### config.mk
export PLATFORM = sky130hd
export DESIGN_NAME = hart_status_tracker
export DESIGN_NICKNAME = d
export VERILOG_FILES = /design/src/rtl/hst_pkg.sv /design/src/rtl/hst_startup_seq.sv /design/src/rtl/hst_status_enc.sv /design/src/rtl/hst_retire_capture.sv /design/src/rtl/hart_status_tracker.sv
export SDC_FILE = /design/constraint.sdc
export NUM_CORES = 1
export LEC_CHECK = 0
export ABC_AREA = 1
export BUFFER_PORTS_ARGS = -buffer_cell sky130_fd_sc_hd__buf_2
export CORE_ASPECT_RATIO = 0.9
export CORE_UTILIZATION = 41
export CTS_BUF_LIST = sky130_fd_sc_hd__clkbuf_8
export DETAILED_ROUTE_END_ITERATION = 12
export PLACE_DENSITY = 0.73
export SKIP_LAST_GASP = 1
export SLEW_MARGIN = 20
export SYNTH_ARGS = -nofsm -noshare
export SYNTH_HDL_FRONTEND = slang
export SYNTH_SLANG_ARGS = --single-unit
### constraint.sdc
create_clock -name clk -period 1.6 [get_ports clk]
set_input_delay 0.16 -clock clk [delete_from_list [all_inputs] [get_ports clk]]
set_output_delay 0.16 -clock clk [all_outputs]
set_load 0.005 [all_outputs]
### src/rtl/hst_pkg.sv
package hst_pkg;

  typedef enum logic [1:0] {
    PH_WAIT_FETCH = 2'd0,
    PH_SETTLE     = 2'd1,
    PH_LIVE       = 2'd2
  } hst_phase_e;

endpackage

### src/rtl/hst_startup_seq.sv
module hst_startup_seq
  import hst_pkg::*;
#(
  parameter int UNAVAIL_CYC = 2
) (
  input  logic       clk,
  input  logic       rst_n,
  input  logic       fetch_en,
  input  logic       halt_req,
  input  logic       core_in_debug,
  output hst_phase_e phase,
  output logic       early_halt
);

  localparam int CNT_W = (UNAVAIL_CYC > 1) ? $clog2(UNAVAIL_CYC) : 1;
  localparam logic [CNT_W-1:0] CNT_LAST = CNT_W'(UNAVAIL_CYC - 1);

  hst_phase_e phase_q, phase_d;
  logic       phase_en;
  logic       early_q, early_d, early_en;
  logic       settle_done;

  // settling counter, only built when the interval exceeds one cycle
  generate
    if (UNAVAIL_CYC > 1) begin : g_cnt
      logic [CNT_W-1:0] cnt_q, cnt_d;
      logic             cnt_en;

      always_comb begin
        cnt_en = (phase_q == PH_SETTLE) || (cnt_q != '0);
        cnt_d  = ((phase_q == PH_SETTLE) && (cnt_q != CNT_LAST)) ? cnt_q + 1'b1 : '0;
      end

      always_ff @(posedge clk or negedge rst_n) begin
        if (!rst_n) begin
          cnt_q <= '0;
        end else if (cnt_en) begin
          cnt_q <= cnt_d;
        end
      end

      assign settle_done = (cnt_q == CNT_LAST);
    end else begin : g_nocnt
      assign settle_done = 1'b1;
    end
  endgenerate

  // phase next state
  always_comb begin
    phase_d = phase_q;
    unique case (phase_q)
      PH_WAIT_FETCH: if (fetch_en)    phase_d = PH_SETTLE;
      PH_SETTLE:     if (settle_done) phase_d = PH_LIVE;
      PH_LIVE:                        phase_d = PH_LIVE;
      default:                        phase_d = PH_WAIT_FETCH;
    endcase
    phase_en = (phase_d != phase_q);
  end

  // early halt: captured only before/at fetch sampling, released on debug entry
  always_comb begin
    early_d  = early_q;
    early_en = 1'b0;
    if ((phase_q == PH_WAIT_FETCH) && halt_req) begin
      early_d  = 1'b1;
      early_en = 1'b1;
    end else if ((phase_q != PH_WAIT_FETCH) && core_in_debug && early_q) begin
      early_d  = 1'b0;
      early_en = 1'b1;
    end
  end

  always_ff @(posedge clk or negedge rst_n) begin
    if (!rst_n) begin
      phase_q <= PH_WAIT_FETCH;
    end else if (phase_en) begin
      phase_q <= phase_d;
    end
  end

  always_ff @(posedge clk or negedge rst_n) begin
    if (!rst_n) begin
      early_q <= 1'b0;
    end else if (early_en) begin
      early_q <= early_d;
    end
  end

  assign phase      = phase_q;
  assign early_halt = early_q;

endmodule

### src/rtl/hst_status_enc.sv
module hst_status_enc
  import hst_pkg::*;
(
  input  hst_phase_e phase,
  input  logic       early_halt,
  input  logic       core_in_debug,
  input  logic       halt_req,
  output logic       stat_reset,
  output logic       stat_running,
  output logic       stat_halted,
  output logic       halt_pending
);

  logic live;
  logic halt_view;

  always_comb begin
    live         = (phase == PH_LIVE);
    halt_view    = core_in_debug | early_halt;
    stat_reset   = ~live;
    stat_halted  = live & halt_view;
    stat_running = live & ~halt_view;
    halt_pending = (phase != PH_WAIT_FETCH) & ~core_in_debug & (halt_req | early_halt);
  end

endmodule

### src/rtl/hst_retire_capture.sv
module hst_retire_capture #(
  parameter int PC_W = 32
) (
  input  logic            clk,
  input  logic            rst_n,
  input  logic            retire_valid,
  input  logic [PC_W-1:0] retire_pc,
  output logic [PC_W-1:0] last_pc,
  output logic            last_pc_valid
);

  logic [PC_W-1:0] pc_q;
  logic            vld_q;

  always_ff @(posedge clk or negedge rst_n) begin
    if (!rst_n) begin
      pc_q  <= '0;
      vld_q <= 1'b0;
    end else if (retire_valid) begin
      pc_q  <= retire_pc;
      vld_q <= 1'b1;
    end
  end

  assign last_pc       = pc_q;
  assign last_pc_valid = vld_q;

endmodule

### src/rtl/hart_status_tracker.sv
module hart_status_tracker
  import hst_pkg::*;
#(
  parameter int PC_W        = 32,
  parameter int UNAVAIL_CYC = 2
) (
  input  logic            clk,
  input  logic            rst_n,
  input  logic            fetch_en,
  input  logic            core_in_debug,
  input  logic            halt_req,
  input  logic            retire_valid,
  input  logic [PC_W-1:0] retire_pc,
  output logic            stat_reset,
  output logic            stat_running,
  output logic            stat_halted,
  output logic            halt_pending,
  output logic [PC_W-1:0] last_pc,
  output logic            last_pc_valid
);

  hst_phase_e phase;
  logic       early_halt;

  hst_startup_seq #(.UNAVAIL_CYC(UNAVAIL_CYC)) u_seq (
    .clk           (clk),
    .rst_n         (rst_n),
    .fetch_en      (fetch_en),
    .halt_req      (halt_req),
    .core_in_debug (core_in_debug),
    .phase         (phase),
    .early_halt    (early_halt)
  );

  hst_status_enc u_enc (
    .phase         (phase),
    .early_halt    (early_halt),
    .core_in_debug (core_in_debug),
    .halt_req      (halt_req),
    .stat_reset    (stat_reset),
    .stat_running  (stat_running),
    .stat_halted   (stat_halted),
    .halt_pending  (halt_pending)
  );

  hst_retire_capture #(.PC_W(PC_W)) u_cap (
    .clk           (clk),
    .rst_n         (rst_n),
    .retire_valid  (retire_valid),
    .retire_pc     (retire_pc),
    .last_pc       (last_pc),
    .last_pc_valid (last_pc_valid)
  );

endmodule

==> summary.txt <==
Clock tree
  • Num CTS Buffers: 5
  • Clk Latency, worst-skew pair: 0.28 ns
  • Clock-pin slew on the worst setup and hold paths: 0.07 ns
  • CTS tree: built
  • CTS Hold Buffers Added: 1
  • Post-cts resize count: 0
  • CTS HTree Levels: 2
  • Postcts setup bufs: 0
  • Bufs on Longest Clock Path: 2
  • Root Buffer: clkbuf_8
  • Num Clock Sinks: 37

Route
  • Final WL: 2912 um
  • Via/cell ratio: 4.337
  • Via count: 1236
  • DR DRC count: 0
  • Starting DRT DRC Count: 82
  • WL/cell: 10.22 um
  • Remaining antenna violation count: 0
  • First-pass DRT Iterations: 4

Critical path
  • CP arrival: 1.08 ns
  • Critical path class: reg -> out
  • CP max FO: 4
  • Worst endpoint required time: 1.44 ns
  • Startpoint class of the critical path: register
  • Crit end category: output pin

Worst hold path
  • Tightest Hold Check Type: in -> reg

Synth
  • Sequential fraction of the synthesis area: 0.6229
  • Post-synthesis cell count: 164
  • Syn Nets: 202
  • Compound-Gate Fraction of Synth Area: 0.006734
  • Share of synthesized cell area in and, or, nand and nor gates: 0.2971
  • Multiplexer share of the synthesized area: 0
  • Post-synthesis xor/xnor area fraction: 0
  • Post-Syn Area: 0.001486 mm^2
  • Post-synthesis register bit count: 37
  • Largest family of logic cells by synthesized area: simple AND/OR/NAND/NOR gates
  • Cell variety after synth: 14
  • Post-synthesis adder-cell area fraction: 0
  • Ys Warns: 0
  • Synthesized area per cell: 9.064 um^2

Layout
  • Layout cells sized above 1: 0.3776
  • N_diodes: 0
  • Highest-count cells in the layout ignoring fill and taps: nand2_1 (98), buf_2 (74), dfrtp_1 (37)
  • Area Growth Syn to Fin: 31.90%
  • Commonest non-fill, non-tap cell in the layout: nand2_1
  • Final #Nets: 279
  • Fillers: 322

Global route
  • Global-route wire length before repair: 4781 um
  • Initial antenna violation count: 0
  • Total track usage: 0.1702
  • Gr ovfl total: 0
  • Largest net degree at the start of global routing: 38
  • Vias in the first global route: 1108

Placed design
  • Final GP Congestion: 0.6295
  • Place WS: 0.6089 ns
  • IO buf count: 74
  • Post-detail-place hpwl: 2008 um

Floorplanning
  • Std cell rows: 20
  • Die ar.: 0.003871 mm^2
  • Io pins: 75
  • Chip Height: 59.12 um
  • Initial core utilization: 0.4336
  • Die Wd: 65.47 um
  • CORE AREA: 0.003428 mm^2

Timing
  • Max Freq: 0.8079 GHz
  • Final worst path period share: 0.7736
  • Measured slew at the worst slew-check pin: 0.3097 ns
  • RSZ-0062 raised after global routing: false
  • Final-report hold violation count: 0
  • Final Max Tran Viols: 0
  • Fin Setup TNS: 0 ns
  • Final Setup Violations: 0
  • Setup ws final: 0.3623 ns
  • Skew final: 0.0002729 ns
  • WHS: 0.06422 ns
  • Minimum clock period: 1.238 ns
  • Slew margin rel.: 0.7935

Power
  • Total power: 1.942 mW
  • VDD IR max: 0.5929 mV
  • Pwr/cell area: 990.7 mW/mm^2
  • Lkg Pwr: 1.185 nW

Run status
  • Status: finished clean

Run
  • Max cap viols: 0
[layout make-up]
type	count	area (um^2)	area share
repair buffers	77	407.9	0.2080
clock buffers	6	82.58	0.04212
well taps	44	55.05	0.02808
inverters	7	33.78	0.01723
multi-input cells	113	451.7	0.2304
clock inverters	1	3.754	0.001914
flip-flops and latches	37	925.9	0.4722
[cells by family after synthesis]
family | count (synthesis)
flip-flops | 37
AO/OA/AOI/OAI | 2
AND/OR/NAND/NOR | 111
buffers and inverters | 14
[layer usage]
layer  track usage  vias up  wire length [um]
met5             0        -                 0
met4       0.09317        0                57
met3       0.05577        6               210
met2        0.2563       50              1265
met1        0.2180      539              1379
li1              -      641                 -
[path summary, 6_finish.rpt]
kind | from | endpoint | slack (ns) | depth (start not counted)
hold reg to reg | u_cap.last_pc[18] | u_cap.last_pc[18] | 0.47 | 2
setup / recovery | u_seq.phase[0] | stat_halted | 0.36 | 4
setup reg to reg | u_seq.phase[0] | u_seq.phase[0] | 0.80 | 3
max in group asynchronous | rst_n | u_seq.g_cnt.cnt_q | 1.05 | 3
min in group asynchronous | rst_n | u_cap.last_pc[28] | 0.36 | 3
hold / removal | retire_pc[29] | u_cap.last_pc[29] | 0.06 | 3
[per-stage QoR]
step / util / cell area [um^2] / instances
2_1_floorplan: - / 1486 / 164
3_3_place_gp: 0.5438 / 1864 / 277
3_5_place_dp: 0.5438 / 1864 / 277
4_1_cts: 0.5719 / 1961 / 285
5_1_grt: 0.5719 / 1961 / 285
6_report: 0.5719 / 1961 / 285
[registers in the layout, summed over array words and instances (netlist names)]
| signal | cells |
|---|---|
| u_cap.last_pc | 32 |
| u_seq.phase | 2 |
| u_cap.last_pc_valid | 1 |
| u_seq.early_halt | 1 |
| u_seq.g_cnt.cnt_q | 1 |
[Yosys cell counts]
cell type / n / area, um^2
inv_8: 1 / 11.26
buf_8: 1 / 15.01
nand2_1: 98 / 367.9
or2_2: 1 / 6.260
dfrtp_1: 37 / 925.9
nand3_1: 1 / 5.000
buf_6: 4 / 45.04
buf_4: 2 / 15.01
inv_1: 6 / 22.52
o21ai_0: 1 / 5.000
nor2_1: 3 / 11.26
a21oi_1: 1 / 5.000
nand2_2: 7 / 43.79
nand3b_1: 1 / 7.510
[power by group]
group | internal (mW) | switching (mW)
combinational | 0.125 | 0.131
sequential | 1.01 | 0.0396
clock | 0.335 | 0.304
[worst max-delay path, cell delays in order, from the launching register on]
cell     delay [ns]
dfrtp_1        0.41
inv_1          0.06
nand2_1        0.09
a21oi_1        0.12
buf_2          0.12
Note: power is estimated with default switching activity, not from simulation.
